[src/rtl/hdr_align_rx.sv]
module hdr_align_rx #(
  parameter int WIDTH      = 16,
  parameter int EXTRA_ZERO = 0,
  parameter int SEARCH_MAX = 24,
  localparam int NPULSE = WIDTH + 2 + EXTRA_ZERO,
  localparam int PW     = $clog2(NPULSE + 1),
  localparam int OFFW   = $clog2(SEARCH_MAX + 1),
  localparam int BW     = $clog2(WIDTH)
) (
  input  logic             clk,
  input  logic             rst_n,
  input  logic             start,
  input  logic             sdata,
  output logic             sclk,
  output logic [WIDTH-1:0] word,
  output logic             word_valid,
  output logic             sync_err,
  output logic [OFFW-1:0]  offset,
  output logic             offset_warn
);

  typedef enum logic [1:0] {S_IDLE, S_SEARCH, S_HDR, S_DATA} st_t;

  st_t             st;
  logic            sd_q;
  logic            gen_on;
  logic [1:0]      sph;
  logic [PW-1:0]   pcnt;
  logic [OFFW-1:0] tcnt;
  logic [1:0]      ph;
  logic [BW-1:0]   bcnt;
  logic [WIDTH-2:0] sh;
  logic            have_prev;

  wire busy   = gen_on || (st != S_IDLE);
  wire accept = start && !busy;
  wire sample = (ph == 2'd2);

  assign sclk = gen_on && (sph == 2'd0);

  always_ff @(posedge clk) begin
    if (!rst_n) begin
      gen_on <= 1'b0;
      sph    <= 2'd0;
      pcnt   <= '0;
    end else if (accept) begin
      gen_on <= 1'b1;
      sph    <= 2'd0;
      pcnt   <= '0;
    end else if (gen_on) begin
      if (sph == 2'd2) begin
        sph  <= 2'd0;
        pcnt <= pcnt + 1'b1;
        if (pcnt == PW'(NPULSE - 1)) gen_on <= 1'b0;
      end else begin
        sph <= sph + 2'd1;
      end
    end
  end

  always_ff @(posedge clk) begin
    if (!rst_n) begin
      st          <= S_IDLE;
      sd_q        <= 1'b0;
      tcnt        <= '0;
      ph          <= 2'd0;
      bcnt        <= '0;
      sh          <= '0;
      word        <= '0;
      word_valid  <= 1'b0;
      sync_err    <= 1'b0;
      offset      <= '0;
      offset_warn <= 1'b0;
      have_prev   <= 1'b0;
    end else begin
      sd_q       <= sdata;
      word_valid <= 1'b0;
      sync_err   <= 1'b0;
      if (st == S_HDR || st == S_DATA)
        ph <= (ph >= 2'd2) ? 2'd0 : ph + 2'd1;
      case (st)
        S_IDLE: begin
          if (accept) begin
            st   <= S_SEARCH;
            tcnt <= '0;
          end
        end
        S_SEARCH: begin
          if (sd_q) begin
            if (have_prev && (tcnt != offset)) offset_warn <= 1'b1;
            offset    <= tcnt;
            have_prev <= 1'b1;
            ph        <= 2'd3;
            st        <= S_HDR;
          end else if (tcnt == OFFW'(SEARCH_MAX)) begin
            sync_err <= 1'b1;
            st       <= S_IDLE;
          end else begin
            tcnt <= tcnt + 1'b1;
          end
        end
        S_HDR: begin
          if (sample) begin
            if (sd_q) begin
              sync_err <= 1'b1;
              st       <= S_IDLE;
            end else begin
              bcnt <= '0;
              st   <= S_DATA;
            end
          end
        end
        S_DATA: begin
          if (sample) begin
            sh <= {sh[WIDTH-3:0], sd_q};
            if (bcnt == BW'(WIDTH - 1)) begin
              word       <= {sh, sd_q};
              word_valid <= 1'b1;
              st         <= S_IDLE;
            end else begin
              bcnt <= bcnt + 1'b1;
            end
          end
        end
        default: st <= S_IDLE;
      endcase
    end
  end

endmodule

[config.mk]
export PLATFORM = sky130hd
export DESIGN_NAME = hdr_align_rx
export DESIGN_NICKNAME = d
export VERILOG_FILES = /design/src/rtl/hdr_align_rx.sv
export SDC_FILE = /design/constraint.sdc
export NUM_CORES = 1
export LEC_CHECK = 0
export BUFFER_PORTS_ARGS = -buffer_cell sky130_fd_sc_hd__buf_4
export CORE_MARGIN = 2
export CORE_UTILIZATION = 51
export CTS_CLUSTER_DIAMETER = 150
export DETAILED_ROUTE_END_ITERATION = 16
export PLACE_DENSITY = 0.8
export SKIP_LAST_GASP = 1
export SLEW_MARGIN = 20
export SYNTH_ARGS = -nofsm -noshare
export SYNTH_HDL_FRONTEND = slang
export SYNTH_SLANG_ARGS = --single-unit
export TNS_END_PERCENT = 20
[constraint.sdc]
create_clock -name clk -period 1.7 [get_ports clk]
set_input_delay 0.085 -clock clk [delete_from_list [all_inputs] [get_ports clk]]
set_output_delay 0.085 -clock clk [all_outputs]
set_load 0.05 [all_outputs]
==> results.json <==
{
  "cp_data_required_time_ns": 1.97,
  "outcome": "complete, no violations",
  "finalSetupTns_ns": 0,
  "path_depth": 5,
  "final_core_util": 0.673,
  "period_share": 0.987,
  "clk_path_buf_depth": 2,
  "post-cts-setup-buffer-count": 0,
  "netlist-cell-type-count": 41,
  "path_class": "reg2reg",
  "slew_viol_final": 0,
  "seq_area_frac_synth": 0.485,
  "drt_wl_total_um": 5650,
  "r2r_cells": 5,
  "max_slew_margin": 0.670,
  "globalplace.congestion": 0.888,
  "wire_per_inst_um": 13.0,
  "yosysWarnings": 0,
  "cp-end-kind": "flip-flop",
  "drive_gt1_frac": 0.206,
  "rsz0062_at_grt": "yes",
  "combPwrFrac": 0.209,
  "final_cells": 436,
  "fin_ws_ns": 0.0227,
  "grt-ovfl-total": 0,
  "syn_to_final_growth_pct": 25.8,
  "die_h_um": 74.9,
  "dieWidth_um": 74.9,
  "track_usage": 0.219,
  "grt_start_max_net_pins": 26,
  "critPathMaxFanout": 3,
  "initial_core_util": 0.535,
  "clkPwrFrac": 0.345,
  "cts_buffers": 9,
  "worstPathCellList": "ha_1, and3_4, a2111o_1, or3_1, a21oi_2",
  "clk_pin_slew_ns": 0.07,
  "path_buf_inv": 0,
  "top_layer": "met4",
  "fmax_mhz": 596,
  "ys_async_sr_fraction": 0,
  "cp-start-kind": "flip-flop",
  "drc": 0,
  "rows": 25,
  "synth_edf_count": 0,
  "rrSetupSlack_ns": 0.02,
  "route.antenna.remaining_nets": 0,
  "intPower_mw": 2.51,
  "met2_length_um": 2840,
  "wl_met3_um": 189,
  "clock_latency_ns": 0.34,
  "power_mw": 3.53,
  "grt_pass1_wl_um": 9410,
  "max_stage_delay_ns": 0.40,
  "finalSetupViolations": 0,
  "pre_cts_slack_ns": -0.0244,
  "hold_class": "in2reg",
  "swShare": 0.289,
  "finClkSkew_ns": 0.00686,
  "via_per_inst": 5.28,
  "maxCapViolCount": 0,
  "clock-root-buffer": "clkbuf_8",
  "netlist_instances": 315,
  "synthFlopType": "dfxtp_1",
  "htreeDepth": 3,
  "dpl.hpwl_um": 3730,
  "coreArea_um2": 4790,
  "fill_cells": 377,
  "numPortBuffers": 28,
  "avgSynthCellArea_um2": 8.13,
  "cpMaxStageDelayCell": "a2111o_1",
  "clock_sinks": 62,
  "layout.nets": 377,
  "antenna_cells": 0,
  "synth_area_um2": 2560,
  "power_frac_seq": 0.446,
  "p_switching_mw": 1.02,
  "regArea_um2": 1240,
  "place_area_um2": 2980,
  "dieArea_um2": 5600,
  "synth-seq-cells": 62,
  "syn_nets": 328,
  "holdWs_ns": 0.0296,
  "worstPathArrival_ns": 1.95,
  "hold_violations": 0,
  "final_common_cell": "nand2_1",
  "cts_tree": "yes",
  "placed_cells_incl_taps": 419,
  "wl_met1_um": 2520,
  "drt_iter0_drc": 165,
  "fin_area_um2": 3220,
  "io_pins": 29,
  "ir_drop_v": 0.000735,
  "powerDensity_nw_per_um2": 1100,
  "worstHoldPathCells": 2,
  "dr.pass1.iters": 4,
  "critical_path.top_delay_family": "simple AND/OR/NAND/NOR gates",
  "vias": 2303,
  "multiInputGateArea_um2": 1280,
  "final.min_clock_period_ns": 1.68,
  "grt_pass1_vias": 2211,
  "tightest_slew_ns": 0.491,
  "leakagePower_nw": 1.22,
  "final_cell_mix": "nand2_1 (83), dfxtp_1 (60), a21oi_1 (49), buf_4 (47), nor2_1 (18)",
  "grt_antenna_before_repair": 0
}
-- cells in the mapped netlist, types with 2 or more instances --
master,number,area (um^2)
o21ai_0,9,45.0
nand2b_1,2,12.5
inv_1,12,45.0
o31ai_1,3,22.5
and3b_1,2,17.5
nor2b_1,2,12.5
nand3b_1,2,15.0
a21oi_1,52,260
xor2_1,5,43.8
nand4_1,4,25.0
ha_1,9,113
nor3_1,5,25.0
clkbuf_1,6,22.5
dfxtp_1,62,1240
xnor2_1,4,35.0
or3_1,4,25.0
and2_1,2,12.5
buf_2,2,10.0
nand3_1,3,15.0
nor2_1,18,67.6
buf_1,3,11.3
nand2_1,83,312
a22oi_1,3,22.5
-- layer usage --
layer / GRT usage / vias up
met1: 0.274 / 1085
li1: - / 1167
met4: 0.109 / 0
met5: 0 / -
met3: 0.0361 / 9
met2: 0.365 / 42
-- layout make-up --
type,count,area share
multi-input combinational,230,0.398
clock buffer,12,0.0420
inverter,12,0.0140
tap,67,0.0260
sequential,62,0.386
timing repair buffer,49,0.119
clock inverter,4,0.0148
-- worst reg2reg max path, stage by stage, from the launching register on --
cell      delay, ns
dfxtp_2        0.34
ha_1           0.22
and3_4         0.20
a2111o_1       0.40
or3_1          0.34
a21oi_2        0.12
-- registers in the layout (all words and copies together) (netlist names) --
name,count
bcnt,4
sync_err,1
offset_warn,1
pcnt,5
word,16
tcnt,5
st,2
offset,5
word_valid,1
sph,2
sh,15
gen_on,1
have_prev,1
sd_q,1
ph,2
-- path summary, 6_finish.rpt --
kind / start / to
setup / recovery: bcnt[0] / bcnt[2]
hold / removal: rst_n / sd_q
setup reg to reg: bcnt[0] / bcnt[2]
hold reg to reg: word[3] / word[3]
-- cell families (layout without fill, tap and decap cells) --
logic type	after synthesis	after routing	synth area share
XOR/XNOR	9	9	0.0308
adder cells (fa/ha/maj)	9	9	0.0440
flip-flops	62	62	0.485
AO/OA/AOI/OAI	76	76	0.166
buffers and inverters	23	77	0.0347
AND/OR/NAND/NOR	135	135	0.236
multiplexers	1	1	0.00391
-- timing repair --
| item | in CTS | in global routing |
|---|---|---|
| gates cloned | 0 | 0 |
| pin swaps | 2 | 3 |
| hold endpoints to repair | 1 | 0 |
| hold buffers | 1 | 0 |
| gates resized for setup | 2 | 13 |
| setup endpoints to repair | 3 | 7 |
-- power groups by stage --
stage,registers [mW],clock network (mW),logic (mW)
detailed placement,1.60,0,0.649
CTS,1.57,1.23,0.662
global route,1.58,1.30,0.808
global placement,1.59,0,0.638
finish,1.57,1.22,0.737
floorplan,1.60,0,0.411
Power figures use the tool's default switching activity.
